[src/rtl/bcyc_pkg.sv]
package bcyc_pkg;

   typedef enum logic [2:0] {
      CK_FETCH = 3'd0,
      CK_MRD   = 3'd1,
      CK_MWR   = 3'd2,
      CK_IORD  = 3'd3,
      CK_IOWR  = 3'd4,
      CK_IACK  = 3'd5,
      CK_IACK2 = 3'd6,
      CK_RFSH  = 3'd7
   } cyc_kind_e;

   typedef enum logic [1:0] {
      TS_IDLE = 2'd0,
      TS_T1   = 2'd1,
      TS_T2   = 2'd2,
      TS_T3   = 2'd3
   } tstate_e;

   // active-high view of the bus strobes
   typedef struct packed {
      logic m1;
      logic mreq;
      logic iorq;
      logic rd;
      logic wr;
      logic rfsh;
   } strobe_s;

endpackage

[src/rtl/bcyc_tseq.sv]
module bcyc_tseq
   import bcyc_pkg::*;
#(
   parameter int HALF_CLKS = 1
) (
   input  logic    clk,
   input  logic    rst_n,
   input  logic    start,
   output tstate_e ts,
   output logic    late_half,
   output logic    last_clk
);

   localparam int TCLK = 2 * HALF_CLKS;
   localparam int PH_W = (TCLK > 2) ? $clog2(TCLK) : 1;

   generate
      if (HALF_CLKS < 1) begin : g_bad_half
         $error("HALF_CLKS must be at least 1");
      end
   endgenerate

   tstate_e           ts_q;
   logic [PH_W-1:0]   ph_q;
   logic              ph_end;

   assign ph_end    = (ph_q == PH_W'(TCLK - 1));
   assign late_half = (ph_q >= PH_W'(HALF_CLKS));
   assign last_clk  = (ts_q == TS_T3) && ph_end;
   assign ts        = ts_q;

   // phase counter variant chosen by the half-state length
   generate
      if (HALF_CLKS == 1) begin : g_toggle
         always_ff @(posedge clk or negedge rst_n) begin
            if (!rst_n)                 ph_q <= '0;
            else if (ts_q == TS_IDLE)   ph_q <= '0;
            else                        ph_q <= ~ph_q;
         end
      end else begin : g_count
         always_ff @(posedge clk or negedge rst_n) begin
            if (!rst_n)                          ph_q <= '0;
            else if (ts_q == TS_IDLE || ph_end)  ph_q <= '0;
            else                                 ph_q <= ph_q + 1'b1;
         end
      end
   endgenerate

   always_ff @(posedge clk or negedge rst_n) begin
      if (!rst_n) begin
         ts_q <= TS_IDLE;
      end else begin
         unique case (ts_q)
            TS_IDLE: if (start)  ts_q <= TS_T1;
            TS_T1:   if (ph_end) ts_q <= TS_T2;
            TS_T2:   if (ph_end) ts_q <= TS_T3;
            TS_T3:   if (ph_end) ts_q <= TS_IDLE;
            default:             ts_q <= TS_IDLE;
         endcase
      end
   end

   // phase counter rests at zero while idle
   a_r7_idle_phase: assert property (@(posedge clk) disable iff (!rst_n)
      (ts_q == TS_IDLE) |-> (ph_q == '0));

   // completion is a single-clock pulse followed by idle
   a_r7_done_single: assert property (@(posedge clk) disable iff (!rst_n)
      last_clk |=> (!last_clk && ts_q == TS_IDLE));

endmodule

[src/rtl/bcyc_decode.sv]
module bcyc_decode
   import bcyc_pkg::*;
(
   input  cyc_kind_e kind,
   input  tstate_e   ts,
   input  logic      late_half,
   output strobe_s   act
);

   strobe_s base;
   logic    drive_phase;

   always_comb begin
      base = '0;
      case (kind)
         CK_FETCH: begin base.m1 = 1'b1; base.mreq = 1'b1; base.rd = 1'b1; end
         CK_MRD:   begin base.mreq = 1'b1; base.rd = 1'b1; end
         CK_MWR:   begin base.mreq = 1'b1; base.wr = 1'b1; end
         CK_IORD:  begin base.iorq = 1'b1; base.rd = 1'b1; end
         CK_IOWR:  begin base.iorq = 1'b1; base.wr = 1'b1; end
         CK_IACK:  begin base.m1 = 1'b1; base.iorq = 1'b1; end
         CK_IACK2: base = '0;
         CK_RFSH:  begin base.rfsh = 1'b1; base.mreq = 1'b1; end
         default:  base = '0;
      endcase
   end

   assign drive_phase = (ts == TS_T1) || (ts == TS_T2);

   always_comb begin
      act    = drive_phase ? base : '0;
      // write waits for the second half of T1
      act.wr = base.wr && ((ts == TS_T2) || ((ts == TS_T1) && late_half));
   end

endmodule

[src/rtl/bcyc_rfcnt.sv]
module bcyc_rfcnt #(
   parameter int RF_W = 8
) (
   input  logic            clk,
   input  logic            rst_n,
   input  logic            inc,
   output logic [RF_W-1:0] cnt
);

   generate
      if (RF_W < 1) begin : g_bad_w
         $error("RF_W must be positive");
      end
   endgenerate

   always_ff @(posedge clk or negedge rst_n) begin
      if (!rst_n)   cnt <= '0;
      else if (inc) cnt <= cnt + 1'b1;
   end

   // one step per refresh, wrapping modulo 2**RF_W
   a_r6_step: assert property (@(posedge clk) disable iff (!rst_n)
      inc |=> (cnt == RF_W'($past(cnt) + 1'b1)));

   a_r6_hold: assert property (@(posedge clk) disable iff (!rst_n)
      !inc |=> $stable(cnt));

endmodule

[src/rtl/bcyc_top.sv]
module bcyc_top
   import bcyc_pkg::*;
#(
   parameter int ADDR_W    = 16,
   parameter int RF_W      = 8,
   parameter int HALF_CLKS = 1
) (
   input  logic              clk,
   input  logic              rst_n,
   input  logic              req_valid,
   input  logic [2:0]        req_kind,
   input  logic [ADDR_W-1:0] req_addr,
   input  logic              bus_release,
   output logic [ADDR_W-1:0] addr_out,
   output logic              drv_en,
   output logic              m1_n,
   output logic              mreq_n,
   output logic              iorq_n,
   output logic              rd_n,
   output logic              wr_n,
   output logic              rfsh_n,
   output logic              cyc_done
);

   generate
      if (RF_W > ADDR_W) begin : g_bad_rf
         $error("RF_W may not exceed ADDR_W");
      end
   endgenerate

   tstate_e           ts;
   logic              late_half;
   logic              last_clk;
   logic              start;
   cyc_kind_e         kind_q;
   logic [ADDR_W-1:0] addr_q;
   logic [RF_W-1:0]   rcnt;
   strobe_s           act;

   assign start = req_valid && (ts == TS_IDLE);

   always_ff @(posedge clk or negedge rst_n) begin
      if (!rst_n) begin
         kind_q <= CK_FETCH;
         addr_q <= '0;
      end else if (start) begin
         kind_q <= cyc_kind_e'(req_kind);
         addr_q <= req_addr;
      end
   end

   bcyc_tseq #(.HALF_CLKS(HALF_CLKS)) u_seq (
      .clk       (clk),
      .rst_n     (rst_n),
      .start     (start),
      .ts        (ts),
      .late_half (late_half),
      .last_clk  (last_clk)
   );

   bcyc_decode u_dec (
      .kind      (kind_q),
      .ts        (ts),
      .late_half (late_half),
      .act       (act)
   );

   bcyc_rfcnt #(.RF_W(RF_W)) u_rf (
      .clk   (clk),
      .rst_n (rst_n),
      .inc   (last_clk && (kind_q == CK_RFSH)),
      .cnt   (rcnt)
   );

   // refresh counter replaces the low address bits
   generate
      if (RF_W == ADDR_W) begin : g_full_rf
         assign addr_out = (kind_q == CK_RFSH) ? rcnt : addr_q;
      end else begin : g_part_rf
         assign addr_out = (kind_q == CK_RFSH) ? {addr_q[ADDR_W-1:RF_W], rcnt} : addr_q;
      end
   endgenerate

   assign m1_n     = ~act.m1;
   assign mreq_n   = ~act.mreq;
   assign iorq_n   = ~act.iorq;
   assign rd_n     = ~act.rd;
   assign wr_n     = ~act.wr;
   assign rfsh_n   = ~act.rfsh;
   assign drv_en   = ~bus_release;
   assign cyc_done = last_clk;

   // first-machine-cycle pairs with exactly one request strobe
   a_r1_m1_pair: assert property (@(posedge clk) disable iff (!rst_n)
      !m1_n |-> (mreq_n != iorq_n));

   // refresh only ever alongside memory request
   a_r6_rfsh_mreq: assert property (@(posedge clk) disable iff (!rst_n)
      !rfsh_n |-> (!mreq_n && m1_n && rd_n && wr_n));

   // read and write exclusive
   a_r2_rd_wr_excl: assert property (@(posedge clk) disable iff (!rst_n)
      !(!rd_n && !wr_n));

   // write falls only after memory or I/O request was already low
   a_r7_wr_lag: assert property (@(posedge clk) disable iff (!rst_n)
      $fell(wr_n) |-> ($past(!mreq_n) || $past(!iorq_n)));

   // latched kind cannot change while a cycle runs
   a_r8_kind_hold: assert property (@(posedge clk) disable iff (!rst_n)
      (ts != TS_IDLE) |=> $stable(kind_q));

endmodule

[config.mk]
export PLATFORM = sky130hd
export DESIGN_NAME = bcyc_top
export DESIGN_NICKNAME = d
export VERILOG_FILES = /design/src/rtl/bcyc_pkg.sv /design/src/rtl/bcyc_tseq.sv /design/src/rtl/bcyc_decode.sv /design/src/rtl/bcyc_rfcnt.sv /design/src/rtl/bcyc_top.sv
export SDC_FILE = /design/constraint.sdc
export NUM_CORES = 1
export LEC_CHECK = 0
export BUFFER_PORTS_ARGS = -buffer_cell sky130_fd_sc_hd__buf_4
export CAP_MARGIN = 5
export CORE_AREA = 8 8 90 52
export DETAILED_ROUTE_END_ITERATION = 10
export DIE_AREA = 0 0 98 60
export PLACE_DENSITY_LB_ADDON = 0.05
export SKIP_LAST_GASP = 1
export SLEW_MARGIN = 25
export SYNTH_ARGS = -nofsm -noshare
export SYNTH_HDL_FRONTEND = slang
export SYNTH_SLANG_ARGS = --single-unit
[constraint.sdc]
create_clock -name clk -period 2.4 [get_ports clk]
set_input_delay 0.24 -clock clk [delete_from_list [all_inputs] [get_ports clk]]
set_output_delay 0.24 -clock clk [all_outputs]
set_load 0.05 [all_outputs]
==> flow_metrics.py <==
metrics = {
    "status": {
        "status": "finished, final reports clean",
    },
    "clock_network": {
        "cts_sinks": 30,
        "cts_max_path_buffers": 2,
        "cts_root_buf": "clkbuf_8",
        "clock_latency_ns": 0.28,
        "numCtsBuffers": 5,
        "cts_tree": "yes",
        "cts_setup_buffers": 0,
        "cts_hold_buf": 1,
        "cts_htree_levels": 2,
        "clkTransAtPathRegs_ns": 0.06,
        "cts-resized-gates": 0,
    },
    "detailed_routing": {
        "dr_wl_met2_um": 1480,
        "final_antenna_net_count": 0,
        "drt_wl_total_um": 3250,
        "vias": 1105,
        "wl_met1_um": 1490,
        "drt_iter0_markers": 33,
        "avgViaCountPerCell": 4.87,
        "top_layer": "met4",
        "drt_drc_violations_left": 0,
        "wl_per_cell_um": 14.3,
        "wl_met3_um": 236,
        "firstDrtPassIters": 4,
    },
    "floorplan": {
        "die_area_um2": 5880,
        "die_x_um": 98,
        "core_um2": 3540,
        "num_rows": 16,
        "die_h_um": 60,
        "initial_core_util": 0.452,
        "ios": 47,
    },
    "worst_setup_path": {
        "arrival_ns": 1.62,
        "cp-end-kind": "primary output",
        "cp-start-kind": "flop",
        "worstPathMaxFanout": 4,
        "critical_path_required_ns": 2.16,
        "worstSetupPathType": "reg2out",
    },
    "logic_synthesis": {
        "synth_simple_gate_area_frac": 0.178,
        "netlist_instances": 141,
        "syn_nets": 169,
        "yosysUniqueCellTypes": 31,
        "synth_area_per_cell_um2": 11.4,
        "synthMuxAreaShare": 0.154,
        "yosysTopAreaCellShare": 0.469,
        "synthArstFlopShare": 1.00,
        "synth_top_family_by_area": "simple AND/OR/NAND/NOR gates",
        "synth.most_common_cell": "dfrtp_1",
        "synth-compound-area-share": 0.0211,
        "synth-seq-area-share": 0.469,
        "synth.area.top_cells": "dfrtp_1 (47%), mux2_2 (9.1%), nand2_1 (6.8%), mux2_1 (5.6%), ha_1 (3.9%)",
        "yosysWarnings": 0,
        "ys_dominant_reg_cell": "dfrtp_1",
        "synth_xor_area_frac": 0.0492,
        "ys_ff_latch": 30,
        "synth-edff-count": 0,
        "syn_area_um2": 1600,
        "synthTopCellsByCount": "dfrtp_1 (30), nand2_1 (29), mux2_2 (13), buf_4 (8), mux2_1 (8)",
        "synth_top_area_cell": "dfrtp_1",
        "synth_fa_ha_area_frac": 0.0391,
    },
    "placed_design": {
        "io_buffers": 46,
        "hpwlAfterDp_um": 2450,
        "dp.cells": 218,
        "gp_congestion": 0.735,
    },
    "run": {
        "max_cap_viol_count": 0,
    },
    "timing": {
        "finClkSkew_ns": 0.00335,
        "rsz0062_at_grt": "false",
        "worstMarginPinSlew_ns": 0.472,
        "drv_slew": 0,
        "fmax_mhz": 538,
        "fin_crit_ns": 1.86,
        "finalHoldViolCount": 0,
        "period_share": 0.775,
        "relSlewSlack": 0.684,
        "finalSetupViolCount": 0,
        "fin_setup_tns_ns": 0,
    },
    "global_routing": {
        "grt_max_degree": 31,
        "grt_pass1_wl_um": 5520,
        "gr-usage-all-layers": 0.122,
        "grt_overflow": 0,
        "antenna_found_initial": 0,
        "grt_pass1_vias": 1238,
    },
    "cells_and_area": {
        "num_antenna_cells": 0,
        "final_net_count": 209,
        "syn2layout_area_growth_pct": 24.8,
        "drive_gt1_frac": 0.423,
        "stdcell_count": 227,
    },
    "hold_path": {
        "hp-class": "in2reg",
    },
}
-- kinds of logic (layout without fill, tap and decap cells) --
| group | Yosys count | count (layout) |
|---|---|---|
| AO/OA/AOI/OAI | 5 | 5 |
| XOR/XNOR | 9 | 9 |
| adder cells (fa/ha/maj) | 5 | 5 |
| buffers and inverters | 19 | 60 |
| flip-flops | 30 | 30 |
| multiplexers | 22 | 22 |
| AND/OR/NAND/NOR | 51 | 51 |
-- path summary, 6_finish.rpt --
path | depth (start not counted) | slack (ns) | from | endpoint
worst max-delay path | 5 | 0.54 | u_seq.ts[0] | wr_n
worst min-delay path | 2 | 0.17 | req_addr[14] | addr_q[14]
worst max register to register | 5 | 0.68 | u_seq.ts[0] | u_seq.ts[1]
worst min register to register | 1 | 0.48 | u_rf.cnt[7] | u_rf.cnt[7]
max in group asynchronous | 2 | 1.70 | rst_n | addr_q[3]
min in group asynchronous | 2 | 0.43 | rst_n | kind_q[2]
-- registers in the layout, summed over array words and instances, names as in the netlist --
name,flops
addr_q,16
kind_q,3
u_rf.cnt,8
u_seq.ph_end,1
u_seq.ts,2
-- critical path, cell delays in order (launching register included) --
cell,delay (ns)
dfrtp_1,0.42
inv_1,0.10
ha_1,0.21
a21oi_1,0.07
or3_1,0.35
buf_4,0.20
-- placed cells by master (no fill, tap or decap) --
cell type,synthesis,layout
a21oi_1,2,2
nor3_1,1,1
mux2_1,8,8
nand2_2,1,1
mux2i_1,1,1
nor2_1,3,3
nand3_4,1,1
ha_1,5,5
dfrtp_1,30,30
or2b_1,1,1
nor4_2,3,3
nand3_2,1,1
dlygate4sd3_1,0,1
inv_1,5,5
xor2_1,6,6
mux2_2,13,13
nand3b_1,2,2
or3_1,1,1
clkbuf_8,0,8
xnor2_1,3,3
nand2_1,29,29
nand3_1,3,3
and3_2,1,1
a2bb2oi_1,1,1
o32a_1,1,1
nor3_2,2,2
buf_4,8,46
o21ai_0,1,1
nand4_1,1,1
nand2_4,1,1
-- per-stage QoR --
| step | hold WS, ns | cell area [um2] | setup WS, ns | utilization |
|---|---|---|---|---|
| 2_1_floorplan | -0.0556 | 1600 | 0.197 | - |
| 3_3_place_gp | 0.190 | 1880 | 0.831 | 0.530 |
| 3_5_place_dp | 0.196 | 1880 | 0.709 | 0.530 |
| 4_1_cts | 0.164 | 2000 | 0.537 | 0.564 |
| 5_1_grt | 0.169 | 2000 | 0.440 | 0.564 |
| 6_report | 0.172 | 2000 | 0.541 | 0.564 |
-- final cells by class --
type / instances / area, um2
Clock buffer: 8 / 110
Sequential cell: 30 / 751
Tap cell: 45 / 56.3
Fill cell: 304 / 1550
Multi-Input combinational cell: 92 / 707
Timing Repair Buffer: 47 / 355
Inverter: 5 / 18.8
-- routing by layer --
metal | vias to the layer above | global-route usage
met5 | - | 0
met4 | 0 | 0.0680
met3 | 9 | 0.0616
met2 | 29 | 0.198
met1 | 525 | 0.130
li1 | 542 | -
Power is left out: the tool's default activity adds up to more than one toggle a clock period on the data nets, which glitch-free logic cannot reach.
